### src/rtl/qos_pkg.sv
package qos_pkg;
  localparam int ID_W    = 4;
  localparam int PRI_W   = 3;
  localparam int ID_LSB  = 4;
  localparam int PRI_LSB = 12;
  localparam int GRP_N   = 1 << ID_W;

  typedef struct packed {
    logic [ID_W-1:0]  id;
    logic [PRI_W-1:0] pri;
  } qos_tag_t;
endpackage

### src/rtl/qos_cfg_regs.sv
module qos_cfg_regs
  import qos_pkg::*;
#(
  parameter int N_CH = 4,
  parameter int AW   = 6,
  parameter int DW   = 32,
  localparam int CHW = (N_CH > 1) ? $clog2(N_CH) : 1
) (
  input  logic          clk,
  input  logic          rst_n,
  input  logic          fabric_idle,
  input  logic          cfg_req,
  input  logic          cfg_we,
  input  logic [AW-1:0] cfg_addr,
  input  logic [DW-1:0] cfg_wdata,
  output logic          cfg_stall,
  output logic          cfg_rvalid,
  output logic [DW-1:0] cfg_rdata,
  input  logic [CHW-1:0] lk_chan,
  output qos_tag_t      lk_tag
);
  logic [ID_W-1:0]  ch_id  [N_CH];
  logic [PRI_W-1:0] ch_pri [N_CH];
  logic [ID_W-1:0]  grp    [GRP_N];

  logic          wr_go, sel_grp;
  logic [AW-2:0] idx;
  logic [DW-1:0] rd_d;
  wire unused_wdata = ^{cfg_wdata[DW-1:PRI_LSB+PRI_W], cfg_wdata[PRI_LSB-1:ID_LSB+ID_W]};

  assign sel_grp   = cfg_addr[AW-1];
  assign idx       = cfg_addr[AW-2:0];
  assign wr_go     = cfg_req && cfg_we && fabric_idle;
  assign cfg_stall = cfg_req && cfg_we && !fabric_idle;

  for (genvar c = 0; c < N_CH; c++) begin : g_ch
    always_ff @(posedge clk) begin
      if (!rst_n) begin
        ch_id[c]  <= '0;
        ch_pri[c] <= '0;
      end else if (wr_go && !sel_grp && int'(idx) == c) begin
        ch_id[c]  <= cfg_wdata[ID_LSB +: ID_W];
        ch_pri[c] <= cfg_wdata[PRI_LSB +: PRI_W];
      end
    end
  end

  for (genvar k = 0; k < GRP_N; k++) begin : g_grp
    always_ff @(posedge clk) begin
      if (!rst_n)
        grp[k] <= ID_W'(k);
      else if (wr_go && sel_grp && int'(idx[ID_W-1:0]) == k)
        grp[k] <= cfg_wdata[ID_W-1:0];
    end
  end

  always_comb begin
    rd_d = '0;
    if (sel_grp) begin
      rd_d[ID_W-1:0] = grp[idx[ID_W-1:0]];
    end else if (int'(idx) < N_CH) begin
      rd_d[ID_LSB +: ID_W]   = ch_id[idx[CHW-1:0]];
      rd_d[PRI_LSB +: PRI_W] = ch_pri[idx[CHW-1:0]];
    end
  end

  always_ff @(posedge clk) begin
    if (!rst_n) begin
      cfg_rvalid <= 1'b0;
      cfg_rdata  <= '0;
    end else begin
      cfg_rvalid <= cfg_req && !cfg_we;
      if (cfg_req && !cfg_we) cfg_rdata <= rd_d;
    end
  end

  always_comb begin
    lk_tag = '0;
    if (int'(lk_chan) < N_CH) begin
      lk_tag.id  = grp[ch_id[lk_chan]];
      lk_tag.pri = ch_pri[lk_chan];
    end
  end
endmodule

### src/rtl/qos_tag_stage.sv
module qos_tag_stage
  import qos_pkg::*;
#(
  parameter int PW  = 32,
  parameter int CHW = 2
) (
  input  logic           clk,
  input  logic           rst_n,
  input  logic           in_valid,
  output logic           in_ready,
  input  logic [CHW-1:0] in_chan,
  input  logic [PW-1:0]  in_payload,
  input  qos_tag_t       in_tag,
  output logic           out_valid,
  input  logic           out_ready,
  output logic [CHW-1:0] out_chan,
  output logic [PW-1:0]  out_payload,
  output qos_tag_t       out_tag
);
  assign in_ready = !out_valid || out_ready;

  always_ff @(posedge clk) begin
    if (!rst_n) begin
      out_valid   <= 1'b0;
      out_chan    <= '0;
      out_payload <= '0;
      out_tag     <= '0;
    end else if (in_ready) begin
      out_valid <= in_valid;
      if (in_valid) begin
        out_chan    <= in_chan;
        out_payload <= in_payload;
        out_tag     <= in_tag;
      end
    end
  end
endmodule

### src/rtl/qos_tag_mapper.sv
module qos_tag_mapper
  import qos_pkg::*;
#(
  parameter int N_CH = 4,
  parameter int AW   = 6,
  parameter int DW   = 32,
  parameter int PW   = 32,
  localparam int CHW = (N_CH > 1) ? $clog2(N_CH) : 1
) (
  input  logic             clk,
  input  logic             rst_n,
  input  logic             fabric_idle,
  input  logic             cfg_req,
  input  logic             cfg_we,
  input  logic [AW-1:0]    cfg_addr,
  input  logic [DW-1:0]    cfg_wdata,
  output logic             cfg_stall,
  output logic             cfg_rvalid,
  output logic [DW-1:0]    cfg_rdata,
  input  logic             in_valid,
  output logic             in_ready,
  input  logic [CHW-1:0]   in_chan,
  input  logic [PW-1:0]    in_payload,
  output logic             out_valid,
  input  logic             out_ready,
  output logic [CHW-1:0]   out_chan,
  output logic [PW-1:0]    out_payload,
  output logic [ID_W-1:0]  out_id,
  output logic [PRI_W-1:0] out_pri
);
  qos_tag_t lk_tag, o_tag;

  qos_cfg_regs #(.N_CH(N_CH), .AW(AW), .DW(DW)) u_regs (
    .clk(clk), .rst_n(rst_n), .fabric_idle(fabric_idle),
    .cfg_req(cfg_req), .cfg_we(cfg_we), .cfg_addr(cfg_addr),
    .cfg_wdata(cfg_wdata), .cfg_stall(cfg_stall),
    .cfg_rvalid(cfg_rvalid), .cfg_rdata(cfg_rdata),
    .lk_chan(in_chan), .lk_tag(lk_tag)
  );

  qos_tag_stage #(.PW(PW), .CHW(CHW)) u_stage (
    .clk(clk), .rst_n(rst_n),
    .in_valid(in_valid), .in_ready(in_ready), .in_chan(in_chan),
    .in_payload(in_payload), .in_tag(lk_tag),
    .out_valid(out_valid), .out_ready(out_ready), .out_chan(out_chan),
    .out_payload(out_payload), .out_tag(o_tag)
  );

  assign out_id  = o_tag.id;
  assign out_pri = o_tag.pri;
endmodule

### config.mk
export PLATFORM = sky130hd
export DESIGN_NAME = qos_tag_mapper
export DESIGN_NICKNAME = d
export VERILOG_FILES = /design/src/rtl/qos_pkg.sv /design/src/rtl/qos_cfg_regs.sv /design/src/rtl/qos_tag_stage.sv /design/src/rtl/qos_tag_mapper.sv
export SDC_FILE = /design/constraint.sdc
export NUM_CORES = 1
export LEC_CHECK = 0
export CAP_MARGIN = 20
export CELL_PAD_IN_SITES_DETAIL_PLACEMENT = 0
export CELL_PAD_IN_SITES_GLOBAL_PLACEMENT = 2
export CORE_AREA = 2 2 225 116
export DETAILED_ROUTE_END_ITERATION = 7
export DIE_AREA = 0 0 227 118
export MAX_ROUTING_LAYER = met4
export PLACE_DENSITY_LB_ADDON = 0.1
export SYNTH_ARGS = -nofsm -noshare
export SYNTH_HDL_FRONTEND = slang
export SYNTH_HIERARCHICAL = 1
export SYNTH_SLANG_ARGS = --single-unit
### constraint.sdc
create_clock -name clk -period 2.3 [get_ports clk]
set_input_delay 0.46 -clock clk [delete_from_list [all_inputs] [get_ports clk]]
set_output_delay 0.46 -clock clk [all_outputs]
set_load 0.02 [all_outputs]
* After elaboration in Yosys (flattened, before gate mapping)
Memories as Yosys holds them, arrays and structs flattened. A register that Yosys moved wholly into a read port is not among the register bits.
Cells that the tools add are included.
Widths: inputs -> output; s select.
** Storage, ports and cells
- Memories kept :: 3
- Register bits :: 47
- Memory bits (writable) :: 92
- Word-level logic and storage cells :: 177
- Input bits :: 79
- Output and inout port bits :: 77
** Memory list
- u_regs.grp :: words 16, bits a word 4, read ports 2, clocked after Yosys merged registers in 1, write ports 16, RTL line qos_cfg_regs.sv:24 : logic [ID_W-1:0] grp [GRP_N];
- u_regs.ch_id :: words 4, bits a word 4, read ports 2, clocked after Yosys merged registers in 0, write ports 4, RTL line qos_cfg_regs.sv:22 : logic [ID_W-1:0] ch_id [N_CH];
- u_regs.ch_pri :: words 4, bits a word 3, read ports 2, clocked after Yosys merged registers in 1, write ports 4, RTL line qos_cfg_regs.sv:23 : logic [PRI_W-1:0] ch_pri [N_CH];
** Operators by class
- $lt $le $gt $ge :: 1
- Reduce and logical (&&, ||, !) cells :: 36
- Muxes and demuxes :: 90
- Bitwise operators :: 24
- Equal/unequal tests :: 18
** Operators by type and width (number)
- $mux 4 :: 23
- $mux 1 :: 61
- $eq 4x4->1 const B :: 8
- $logic_and 1x1->1 :: 26
- $or 1x1->1 :: 24
- $mux 3 :: 6
- $eq 4x3->1 const B :: 4
- $eq 5x3->1 const B :: 2
- $eq 4x2->1 const B :: 2
- $logic_not 1->1 :: 6
- $eq 5x2->1 const B :: 1
- $logic_not 5->1 :: 1
- $lt 5x3->1 const B :: 1
- $eq 4x1->1 const B :: 1
- $logic_not 4->1 :: 1
- $reduce_and 2->1 :: 1
- $logic_or 1x1->1 :: 1

* Depth between registers and ports, before layout
- Depth in word-level cells :: 8
- Gate-level depth with buffers :: 10

* Modules after synthesis
Netlist, hierarchy kept.
** By module, submodules not included
- qos_cfg_regs :: cells an instance 430, instances 1, sequential area each 3002.9 µm², area an instance 5624.1 µm²
- qos_tag_stage :: cells an instance 183, instances 1, sequential area each 840.8 µm², area an instance 1720.4 µm²

* Worst setup path after synthesis
Ideal clock, no wire load.
- Kind :: input to register
- Start point :: in cfg_addr[3]
- End point :: mem u_regs.ch_id[0][0] (enable)
- Data required time :: 1.919 ns
- Setup slack :: 0.126 ns
- Stages :: 4
- Setup time :: 0.381 ns
- Buffers on the path :: 1
- Arrival time :: 1.793 ns
- Cells stage by stage :: clkbuf_1 nor4_1 nand2_1 o21ai_0
** RTL lines
- from (decl) :: RTL line qos_tag_mapper.sv:15 : input logic [AW-1:0] cfg_addr,
- to (decl) :: RTL line qos_cfg_regs.sv:22

* Worst setup path after layout
- Start point :: in cfg_addr[0]
- End point :: reg u_regs.cfg_rdata[0]
** On the way
- Word-level cells in the longest chain between the ends :: 2
** Ends and longest elaborated chain
- $mem_v2 16x4
- $mux 4 :: RTL line qos_cfg_regs.sv:59 : if (sel_grp) begin
- to (signal assigned) :: RTL line qos_cfg_regs.sv:73 : if (cfg_req && !cfg_we) cfg_rdata <= rd_d;
- to (decl) :: RTL line qos_cfg_regs.sv:18 : output logic [DW-1:0] cfg_rdata,
No other way between the ends.
A chain may end at the register's enable or synchronous reset.

==> impl_metrics.tcl <==
set metrics [dict create \
    outcome "finished clean" \
    cp_data_arrival_time_ns 2.61 \
    relSlewSlack_pct 54.4 \
    finalWeightedCongestion 0.865 \
    setup_slack_ns 0.00864 \
    fin_nets 859 \
    hold_violations 0 \
    path_cells "clkdlybuf4s50_1 -> buf_12 -> mux4_1 -> mux4_2 -> a32o_1" \
    htree_levels 4 \
    drtIter0Drc 434 \
    synth_area_um2 7340 \
    crit_path_top_delay_cell "mux4_1" \
    powerDensity_nw_per_um2 679 \
    initial_core_util_pct 29.6 \
    fp-row-count 41 \
    dr.pass1.iters 5 \
    ys_seq_area_share_pct 52.3 \
    startpoint_type "primary input" \
    layout-drive-gt1-share_pct 17.7 \
    synth-seq-cells 146 \
    ios 156 \
    p_leak_nw 3.71 \
    cp.depth 5 \
    viasPerCell 4.80 \
    setup_viol 0 \
    antenna_found_initial 0 \
    min_period_ns 2.29 \
    routedWlPerCell_um 20.5 \
    grt_pass1_wl_mm 33.7 \
    cts.sinks 146 \
    fp.dieH_um 118 \
    die_x_um 227 \
    cts_tree "yes" \
    netlist_instances 613 \
    drtAntennaViolNets 0 \
    grt_pass1_vias 5141 \
    path_class "in2reg" \
    syn_to_final_growth_pct 32.5 \
    yosys.cell_types.count 38 \
    gr-total-overflow 0 \
    worst_r2r_path_depth 9 \
    placedCellCount 1104 \
    clock_skew_ns 0.0114 \
    clock_latency_ns 0.44 \
    rrSetupSlack_ns 0.07 \
    whs_ns 0.456 \
    cap_violations 0 \
    hold_class "reg2reg" \
    ys.warnings.count 6 \
    grt_max_degree 89 \
    stdcell_count 1135 \
    grt_setup_unrepaired "true" \
    cp.buffers_inverters 2 \
    cp_max_fo 15 \
    postPlaceCellArea_um2 9220 \
    wirelength_mm 23.3 \
    crit_family "multiplexers" \
    antenna_cells 0 \
    maxSlewViolCount 0 \
    detailedPlace.worstSlack_ns -0.477 \
    min_path_cells 2 \
    dp_hpwl_mm 17.8 \
    post-route-drc-count 0 \
    root_buffer "clkbuf_16" \
    cpPeakStageDelay_ns 0.71 \
    ir_drop_v 0.000506 \
    avgSynthCellArea_um2 12.0 \
    worstMarginPinSlew_ns 0.683 \
    holdBufCountCts 0 \
    numPortBuffers 113 \
    fill_cells 2381 \
    gr-usage-all-layers_pct 18.2 \
    period_share_pct 99.6 \
    path_clk_slew_ns 0.06 \
    cts_max_path_buffers 2 \
    critPathCaptureType "flop" \
    numCtsBuffers 17 \
    fmax_ghz 0.436 \
    post-route-cell-area_um2 9730 \
    die_area_um2 26800 \
    core-area_um2 24800 \
    vias 5448 \
    worstPathRequired_ns 2.62 \
]
## worst reg2reg max path: stages, from the launching register on
cell and delay, ns:
edfxtp_1 0.48, mux4_2 0.53, buf_12 0.19, buf_12 0.16, mux2i_1 0.12, o22ai_1 0.18, nor2_1 0.09, o21ai_1 0.18
nand2_1 0.08, mux2i_1 0.14
## timing repair
item                       CTS  global route
pin swaps                    1             1
setup endpoints to repair    2             2
resized for setup            2             1
setup buffers                1             0
cloned                       0             0
## path summary, 6_finish.rpt
path / from / to
worst max-delay path: cfg_addr[0] / u_regs/cfg_rdata[0]
worst min-delay path: u_stage/out_payload[6] / u_stage/out_payload[6]
worst max register to register: u_regs/ch_id[1][0] / u_stage/out_tag[4]
worst min register to register: u_stage/out_payload[6] / u_stage/out_payload[6]
## synth_stat cells (all sizes together)
master  instances  area [µm²]
a21boi          1        7.51
a22oi           7        52.6
a32o            4        40.0
and2           33         209
and3           21         131
and3b           1        8.76
buf            38         353
clkbuf         33         124
conb            1        3.75
dfxtp          54        1080
edfxtp         92        2760
inv             3        11.3
mux2i          73         731
mux4           34         800
nand2          91         342
nand2b          5        38.8
nand3           6        30.0
nand4           1        6.26
nand4b          1        8.76
nor2           26        97.6
nor3            9        45.0
nor3b           1        7.51
nor4            1        6.26
o21ai          28         140
o22ai          16         100
or2             6        37.5
or2b            1        7.51
or3            26         163
## routing by layer
| layer | wire length (µm) | global-route usage, % | vias up |
|---|---|---|---|
| li1 | - | - | 2543 |
| met5 | 0 | - | - |
| met3 | 2210 | 6.71 | 12 |
| met1 | 12800 | 29.1 | 2705 |
| met2 | 8130 | 20.4 | 188 |
| met4 | 187 | 3.92 | 0 |
## state kept, by name, summed over array words and instances, names as in the netlist
name,flops
u_regs/grp,64
u_stage/out_payload,32
u_regs/ch_id,16
u_regs/ch_pri,12
u_regs/cfg_rdata,11
u_stage/out_tag,7
u_stage/out_chan,2
u_regs/cfg_rvalid,1
u_stage/out_valid,1
## power breakdown
| part | internal [mW] | switching, mW |
|---|---|---|
| Clock | 1.45 | 1.03 |
| Combinational | 0.531 | 0.572 |
| Sequential | 2.92 | 0.0976 |
| Total | 4.91 | 1.70 |
## area by class of cell
type                    count  area (µm²)  area share (%)
inverters                   3        11.3           0.116
well taps                 344         430            4.42
clock buffers              22         444            4.56
flip-flops and latches    146        3840            39.5
multi-input cells         413        3090            31.8
repair buffers            199        1850            19.0
clock inverters             8        65.1           0.668
## cells by family after synthesis
kind of cell / count (synthesis) / share of synthesized area, %
flip-flops: 146 / 52.3
multiplexers: 107 / 20.8
AO/OA/AOI/OAI: 56 / 4.63
AND/OR/NAND/NOR: 229 / 15.5
buffers and inverters: 74 / 6.64
other: 1 / 0.0511
## placed cells by master, fill, tap and decap left out, types with 2 or more instances in the layout
cell,netlist,final
dfxtp_1,54,54
nand2b_1,4,3
clkbuf_16,0,17
mux4_1,9,9
nand2_1,91,91
conb_1,1,21
o21ai_1,4,5
clkbuf_1,33,5
or3_1,26,26
o22ai_1,16,16
edfxtp_1,92,92
inv_1,3,3
nor2_1,26,26
nand3_1,6,6
a22oi_1,7,7
o21ai_0,24,23
or2_2,4,4
clkinvlp_4,0,2
a32o_1,4,4
and2_1,32,32
mux2i_1,73,73
and3_1,21,21
mux4_2,25,25
buf_12,5,6
clkdlybuf4s50_1,0,111
clkinv_1,0,4
nor3_1,9,9
buf_4,23,81
## stage by stage
step           setup TNS, ns  util, %  power (mW)
2_1_floorplan              0        -        3.66
3_3_place_gp          -19.14     37.1        4.16
3_5_place_dp          -19.75     37.1        4.17
4_1_cts                    0     39.2        6.66
5_1_grt              -0.0211     39.2        6.87
6_report                   0     39.2        6.61
(Power assumes the default switching activity.)
